## src/rtl/refresh_pkg.sv

```systemverilog
package refresh_pkg;
  typedef enum logic [1:0] {
    RS_IDLE  = 2'd0,
    RS_DRAIN = 2'd1,
    RS_WAIT  = 2'd2
  } rs_state_e;
endpackage

```

## src/rtl/rs_tick_gen.sv

```systemverilog
module rs_tick_gen #(
  parameter int STD_CLKS = 1950,
  parameter int EXT_CLKS = 15625
) (
  input  logic clk,
  input  logic rst,
  input  logic cfg_extended,
  output logic tick
);
  localparam int CNT_W = $clog2(EXT_CLKS + 1);
  localparam logic [CNT_W-1:0] STD_LIM = CNT_W'(STD_CLKS - 1);
  localparam logic [CNT_W-1:0] EXT_LIM = CNT_W'(EXT_CLKS - 1);

  logic             ext_q;
  logic [CNT_W-1:0] cnt;
  logic [CNT_W-1:0] limit;

  assign limit = ext_q ? EXT_LIM : STD_LIM;
  assign tick  = !rst && (cnt == limit);

  always_ff @(posedge clk) begin
    if (rst) begin
      ext_q <= cfg_extended;
      cnt   <= '0;
    end else if (cnt == limit) begin
      cnt <= '0;
    end else begin
      cnt <= cnt + 1'b1;
    end
  end

  // the divider never runs past the selected interval
  assert_cnt_bound_R2: assert property (@(posedge clk) disable iff (rst)
    cnt <= limit);
endmodule

```

## src/rtl/rs_debt.sv

```systemverilog
module rs_debt #(
  parameter int ROW_W    = 12,
  parameter int PEND_MAX = 3
) (
  input  logic             clk,
  input  logic             rst,
  input  logic             cfg_burst,
  input  logic [ROW_W-1:0] cfg_rows,
  input  logic             tick,
  input  logic             done,
  output logic             owe,
  output logic             more
);
  localparam int PEND_W = $clog2(PEND_MAX + 1);
  localparam logic [PEND_W-1:0] PEND_CAP = PEND_W'(PEND_MAX);
  localparam logic [PEND_W-1:0] PEND_ONE = PEND_W'(1);
  localparam logic [ROW_W-1:0]  ROW_ONE  = ROW_W'(1);

  logic             burst_q;
  logic [ROW_W-1:0] rows_q;
  logic [ROW_W-1:0] slot;
  logic [ROW_W-1:0] brem;
  logic [PEND_W-1:0] pend;
  logic             period_end;

  assign period_end = tick && (slot == rows_q - ROW_ONE);
  assign owe  = (pend != '0) || (brem != '0);
  assign more = (pend > PEND_ONE) || (brem > ROW_ONE) ||
                ((pend != '0) && (brem != '0));

  always_ff @(posedge clk) begin
    if (rst) begin
      burst_q <= cfg_burst;
      rows_q  <= (cfg_rows == '0) ? ROW_ONE : cfg_rows;
      slot    <= '0;
      brem    <= '0;
      pend    <= '0;
    end else if (burst_q) begin
      if (tick) slot <= period_end ? '0 : slot + ROW_ONE;
      if (period_end)              brem <= rows_q;
      else if (done && brem != '0) brem <= brem - ROW_ONE;
    end else begin
      case ({tick, done && (pend != '0)})
        2'b10:   if (pend != PEND_CAP) pend <= pend + PEND_ONE;
        2'b01:   pend <= pend - PEND_ONE;
        default: pend <= pend;
      endcase
    end
  end

  assert_pend_cap_R9: assert property (@(posedge clk) disable iff (rst)
    pend <= PEND_CAP);
  assert_burst_bound_R4: assert property (@(posedge clk) disable iff (rst)
    brem <= rows_q);
endmodule

```

## src/rtl/rs_arbiter.sv

```systemverilog
module rs_arbiter
  import refresh_pkg::*;
(
  input  logic clk,
  input  logic rst,
  input  logic owe,
  input  logic more,
  input  logic seq_busy,
  input  logic host_fire,
  input  logic rf_done,
  output logic rf_stb,
  output logic host_ready
);
  rs_state_e state, state_d;
  logic      grant_q;
  logic      issue;

  assign issue = (state == RS_DRAIN) && !seq_busy && !grant_q;

  always_comb begin
    state_d = state;
    case (state)
      RS_IDLE:  if (owe)     state_d = RS_DRAIN;
      RS_DRAIN: if (issue)   state_d = RS_WAIT;
      RS_WAIT:  if (rf_done) state_d = more ? RS_DRAIN : RS_IDLE;
      default:               state_d = RS_IDLE;
    endcase
  end

  always_ff @(posedge clk) begin
    if (rst) begin
      state      <= RS_IDLE;
      grant_q    <= 1'b0;
      rf_stb     <= 1'b0;
      host_ready <= 1'b1;
    end else begin
      state      <= state_d;
      grant_q    <= host_fire;
      rf_stb     <= issue;
      host_ready <= (state_d == RS_IDLE);
    end
  end

  assert_no_stb_busy_R6: assert property (@(posedge clk) disable iff (rst)
    rf_stb |-> !$past(seq_busy));
  assert_no_stb_grant_R6: assert property (@(posedge clk) disable iff (rst)
    rf_stb |-> !$past(host_fire, 2));
  assert_one_outstanding_R10: assert property (@(posedge clk) disable iff (rst)
    (state == RS_WAIT && !rf_done) |=> !rf_stb);
  assert_ready_low_R7: assert property (@(posedge clk) disable iff (rst)
    (owe && !rf_done) |=> !host_ready);
endmodule

```

## src/rtl/refresh_sched.sv

```systemverilog
module refresh_sched #(
  parameter int STD_CLKS = 1950,
  parameter int EXT_CLKS = 15625,
  parameter int ROW_W    = 12,
  parameter int PEND_MAX = 3
) (
  input  logic             clk,
  input  logic             rst,
  input  logic             cfg_burst,
  input  logic             cfg_extended,
  input  logic [ROW_W-1:0] cfg_rows,
  input  logic             host_valid,
  output logic             host_ready,
  input  logic             seq_busy,
  output logic             rf_stb,
  input  logic             rf_done
);
  logic tick, owe, more, host_fire;

  assign host_fire = host_valid && host_ready;

  rs_tick_gen #(.STD_CLKS(STD_CLKS), .EXT_CLKS(EXT_CLKS)) u_tick (
    .clk(clk), .rst(rst), .cfg_extended(cfg_extended), .tick(tick)
  );

  rs_debt #(.ROW_W(ROW_W), .PEND_MAX(PEND_MAX)) u_debt (
    .clk(clk), .rst(rst), .cfg_burst(cfg_burst), .cfg_rows(cfg_rows),
    .tick(tick), .done(rf_done), .owe(owe), .more(more)
  );

  rs_arbiter u_arb (
    .clk(clk), .rst(rst), .owe(owe), .more(more), .seq_busy(seq_busy),
    .host_fire(host_fire), .rf_done(rf_done), .rf_stb(rf_stb),
    .host_ready(host_ready)
  );
endmodule

```

## config.mk

```make
export PLATFORM = sky130hd
export DESIGN_NAME = refresh_sched
export DESIGN_NICKNAME = d
export VERILOG_FILES = /design/src/rtl/refresh_pkg.sv /design/src/rtl/rs_tick_gen.sv /design/src/rtl/rs_debt.sv /design/src/rtl/rs_arbiter.sv /design/src/rtl/refresh_sched.sv
export SDC_FILE = /design/constraint.sdc
export NUM_CORES = 1
export LEC_CHECK = 0
export BUFFER_PORTS_ARGS = -buffer_cell sky130_fd_sc_hd__buf_2
export CAP_MARGIN = 25
export CORE_UTILIZATION = 35
export CTS_BUF_LIST = sky130_fd_sc_hd__clkbuf_16
export CTS_CLUSTER_SIZE = 25
export DETAILED_ROUTE_END_ITERATION = 8
export SETUP_SLACK_MARGIN = 0.02
export SLEW_MARGIN = 10
export SYNTH_ARGS = -nofsm -noshare
export SYNTH_HDL_FRONTEND = slang
export SYNTH_SLANG_ARGS = --single-unit
```

## constraint.sdc

```tcl
create_clock -name clk -period 3.55 [get_ports clk]
set_input_delay 0.5325 -clock clk [delete_from_list [all_inputs] [get_ports clk]]
set_output_delay 0.5325 -clock clk [all_outputs]
set_load 0.005 [all_outputs]
```

# Yosys cells after proc, flatten, opt, wreduce, memory -nomap -nowiden
# Cells that the tools add are included.
# word_totals
ff_bits	59
elab_cells	64
# op_classes
add_sub_neg	6
n_lt_le_gt_ge	2
eq_ne	8
mux	11
n_bitwise	1
reduce_logical	25
# ops
operator	n
2-to-1 mux 12 bit	3
subtractor 12 x 1 -> 12 bit (second input constant)	2
adder 14 x 1 -> 14 bit (second input constant)	1
== test 14 bit	1
2-to-1 mux 14 bit	1
adder 12 x 1 -> 12 bit (second input constant)	1
== test 12 bit	1
> comparator 12 x 1 -> 1 bit (second input constant)	1
logical NOT 12 bit	1
nonzero test 12 bit	1
logical AND 1 bit	8
2-to-1 mux 2 bit	4
case mux 2 bit (3 select lines)	1
nonzero test 2 bit	3
== test 2 x 1 -> 1 bit (second input constant)	2
== test 2 bit (second input constant)	2
logical NOT 2 bit	2
case mux 2 bit (2 select lines)	1
AND reduction 2 bit	2
logical NOT 1 bit	3
logical OR 1 bit	3
AND reduction 3 bit	1
adder 2 x 1 -> 2 bit (second input constant)	1
> comparator 2 x 1 -> 1 bit (second input constant)	1
6 further kinds	6

# Longest topological paths before layout
# depth
word_depth	7
ltp_mapped	10
ltp_nobuf	9

# By module
# From an unflattened synthesis, not the netlist that was laid out.
# hier_totals
hier_cells	380
area_unflattened_um2	3459.6
# modules_own_cells
mod	instances	cells_per_inst	area_per_inst_um2	seq_area_each_um2
rs_debt	1	280	2459.9	910.9
rs_tick_gen	1	77	802.0	310.3
rs_arbiter	1	22	191.4	100.1
refresh_sched	1	1	6.3	0.0

# Worst setup path before layout
# No wires, ideal clock.
# synth_timing
path_kind	register to register
from	reg u_debt.rows_q[0]
to	reg u_debt.brem[10]
setup_ps	132
arrival_ps	2395
path_slack_ps	1023
stages_incl_launch_ff	11
n_path_buf	1
period_less_slack_ps	2527
cell_sequence	edfxtp_1 > inv_1 > ha_1 > nor4b_1 > nand2_1 > xor2_1 > a21oi_1 > nor4_4 > buf_6 > mux2i_1 > a211oi_2
# synth_via
elab_chain_len	5
word_cells_on_any_way	6
# synth_lines
element	line_no	rtl
start: declaration	rs_debt.sv:20	logic [ROW_W-1:0] rows_q;
start signal: assignment	rs_debt.sv:34	rows_q <= (cfg_rows == '0) ? ROW_ONE : cfg_rows;
subtractor 12 x 1 -> 12 bit (*)	rs_debt.sv:26	assign period_end = tick && (slot == rows_q - ROW_ONE);
== test 12 bit (*)	rs_debt.sv:26	
logical AND 1 bit (*)	rs_debt.sv:26	
nonzero test 2 bit (no source line)	-	
AND reduction 2 bit (no source line)	-	
end signal: assignment	rs_debt.sv:40	if (period_end) brem <= rows_q;
end signal: assignment	rs_debt.sv:41	else if (done && brem != '0) brem <= brem - ROW_ONE;
end: declaration	rs_debt.sv:22	logic [ROW_W-1:0] brem;
# Every way passes the cells marked *; elsewhere a longest branch is shown, timed or not.
# A chain may end at the register's enable or synchronous reset.

# Worst setup path after layout
# layout_timing
from	reg u_debt.rows_q[0]
to	reg u_debt.brem[5]
# The elaborated chain is that of the path after synthesis.

==> insert_results.sql <==
INSERT INTO impl_metrics (metric_group, metric, value, unit) VALUES
('grt', 'vias_in_the_first_global_route', '2524', ''),
('floorplan', 'chipWidth', '98.85', 'um'),
('sta', 'maximum_clock_frequency', '340.3', 'MHz'),
('detailed_routing', 'route.detailed.wl_per_inst', '14.17', 'um'),
('floorplan', 'die_area', '9771', 'um2'),
('placed_design', 'place.port_buffers', '20', ''),
('cts', 'clock_sinks', '59', ''),
('placed_design', 'place.detailed.instances', '477', ''),
('sta', 'tightestPinTransition', '0.5946', 'ns'),
('cts', 'clkTransAtPathRegs', '0.05', 'ns'),
('finish', 'layout.cells.most_common', 'nor2_1', ''),
('power_and_ir_drop', 'p_seq_share', '37.8', '%'),
('yosys', 'synth_seq_cells', '59', ''),
('finish', 'multi_input_comb_area', '1819', 'um2'),
('floorplan', 'io-pin-count', '21', ''),
('sta', 'final-setup-viol-count', '0', ''),
('sta', 'timing.final.crit_share', '82.78', '%'),
('yosys', 'yosys.area_share.simple', '26.11', '%'),
('yosys', 'synth_warnings', '0', ''),
('detailed_routing', 'count_of_tritonroute_iterations_in_the_first_routing_pass', '4', ''),
('sta', 'setup_total_negative_slack', '0', 'ns'),
('cts', 'ctsHoldBuffers', '0', ''),
('yosys', 'synth_compound_area_share', '11.59', '%'),
('finish', 'diodes', '0', ''),
('placed_design', 'globalplace.congestion', '0.8258', ''),
('power_and_ir_drop', 'cellPowerDensity', '614.1', 'nW/um2'),
('yosys', 'synth.distinct_cells', '62', ''),
('power_and_ir_drop', 'total_leakage_power', '1.371', 'nW'),
('detailed_routing', 'detailedRoute.firstIterationViolations', '98', ''),
('detailed_routing', 'vias_per_cell', '5.211', ''),
('sta', 'hold_violations', '0', ''),
('cts', 'insertion_delay', '0.32', 'ns'),
('power_and_ir_drop', 'power.switching', '0.6974', 'mW'),
('status', 'outcome', 'completed', ''),
('yosys', 'post_synth_xor_area_fraction', '10.67', '%'),
('detailed_routing', 'antenna_violating_nets_left', '0', ''),
('placed_design', 'place_area', '3458', 'um2'),
('floorplan', 'initial_utilization', '36.93', '%'),
('yosys', 'yosysSeqAreaShare', '40.24', '%'),
('power_and_ir_drop', 'peak_ir_drop_on_the_vdd_network', '0.0002530', 'V'),
('yosys', 'multiplexer_share_of_the_synthesized_area', '2.858', '%'),
('job', 'cap_viol_max_count', '0', ''),
('yosys', 'synthTopCellsByArea', 'dfxtp_1 (27%), edfxtp_1 (13%), xor2_1 (5.9%)', ''),
('grt', 'grt_util_all_layers', '15.64', '%'),
('critical_path', 'timing.setup.critical_path_class', 'reg -> reg', ''),
('yosys', 'netlist_instances', '366', ''),
('power_and_ir_drop', 'post-layout-total-power', '2.293', 'mW'),
('finish', 'instances_no_fill', '492', ''),
('sta', 'max_slew_headroom', '59.80', '%'),
('grt', 'grt_first_pass_wirelength', '12170', 'um'),
('grt', 'total_global_routing_overflow', '0', ''),
('finish', 'fin_nets', '410', ''),
('yosys', 'synthesis.nets', '396', ''),
('detailed_routing', 'routed_wl', '6970', 'um'),
('cts', 'cts_tree', 'done', ''),
('placed_design', 'preCtsSetupSlack', '0.5947', 'ns'),
('yosys', 'synth_top_family_by_area', 'simple AND/OR/NAND/NOR gates', ''),
('sta', 'postLayoutSetupSlackWorst', '0.6113', 'ns'),
('sta', 'timing.clock.skew', '0.007569', 'ns'),
('min_path', 'hold_class', 'in -> reg', ''),
('yosys', 'synth.cell_area', '3283', 'um2'),
('detailed_routing', 'dr_total_vias', '2564', ''),
('grt', 'grt_start_max_net_pins', '39', ''),
('sta', 'final_max_slew_viol_count', '0', ''),
('floorplan', 'core_region_area', '8891', 'um2'),
('yosys', 'synth_fa_ha_area_share', '4.192', '%'),
('critical_path', 'cp.required', '3.73', 'ns'),
('yosys', 'synth_top_cell_area_share', '27.44', '%'),
('power_and_ir_drop', 'power_frac_comb', '27.3', '%'),
('cts', 'cts_buffers', '9', ''),
('critical_path', 'crit_path_start_kind', 'flop', '');
critical path: stages, from the launching register on:
cell	delay [ns]
edfxtp_1	0.43
inv_1	0.08
ha_1	0.19
nor4b_1	0.52
nand2_1	0.18
xor2_1	0.17
a21oi_1	0.11
nor4_4	0.25
buf_4	0.33
a21o_1	0.41
o22ai_1	0.14
logic make-up after synthesis:
group | count (synthesis)
xor+xnor | 40
simple gates | 160
fa+ha+maj | 11
mux | 9
compound gates | 53
flops | 59
buf+inv | 34
sequential cells by signal (all words and copies together) (netlist names):
signal and flops:
u_debt.rows_q 12, u_tick.cnt 14, u_debt.pend 2, u_tick.ext_q 1, u_arb.state 2, u_debt.burst_q 1
u_debt.brem 12, u_arb.rf_stb 1, u_arb.grant_q 1, u_arb.host_ready 1, u_debt.slot 12
final cells by class:
class / count / share of cell area, %
repair buffers: 25 / 3.686
inverters: 12 / 1.206
clock inverters: 6 / 1.340
well taps: 108 / 3.619
clock buffers: 9 / 6.032
flip-flops and latches: 59 / 35.39
multi-input cells: 273 / 48.73
power by group through the flow:
| stage | combinational, mW | sequential [mW] | clock [mW] |
|---|---|---|---|
| 5_1_grt | 0.703 | 0.880 | 0.849 |
| 4_1_cts | 0.625 | 0.865 | 0.814 |
| 2_1_floorplan | 0.474 | 0.853 | 0 |
| 3_3_place_gp | 0.617 | 0.876 | 0 |
| 6_report | 0.625 | 0.867 | 0.800 |
| 3_5_place_dp | 0.618 | 0.878 | 0 |
metal layers:
metal | GRT usage [%] | vias to the layer above | part of all wire [%]
li1 | - | 1317 | -
met1 | 21.26 | 1209 | 52
met2 | 24.69 | 26 | 44
met3 | 2.766 | 12 | 2.0
met4 | 5.970 | 0 | 1.5
met5 | 0 | - | 0
stage by stage:
| stage | util (%) | hold WS (ns) |
|---|---|---|
| 4_1_cts | 41.99 | 0.3802 |
| 3_5_place_dp | 38.90 | 0.4254 |
| 3_3_place_gp | 38.90 | 0.4121 |
| 2_1_floorplan | - | 0.4261 |
| 5_1_grt | 41.99 | 0.3769 |
| 6_report | 41.99 | 0.3873 |
cell usage after synthesis, types with 7 or more instances:
cell type and instances:
a31oi_1 7, nor3_1 8, clkbuf_1 17, nand3_1 13, edfxtp_1 14, nand2_1 27
xnor2_1 18, dfxtp_1 45, nand4_1 8, xor2_1 22, nor4_1 7, a21oi_1 13
ha_1 11, nor2_1 50, inv_1 11
final timing paths:
path / startpoint / end / cells after the start / slack (ns)
max: u_debt.rows_q[0] / u_debt.brem[5] / 10 / 0.61
max reg2reg: u_debt.rows_q[0] / u_debt.brem[5] / 10 / 0.61
min reg2reg: u_arb.host_ready / u_arb.grant_q / 2 / 0.43
min: cfg_burst / u_debt.burst_q / 1 / 0.39
Power figures use the tool's default switching activity.
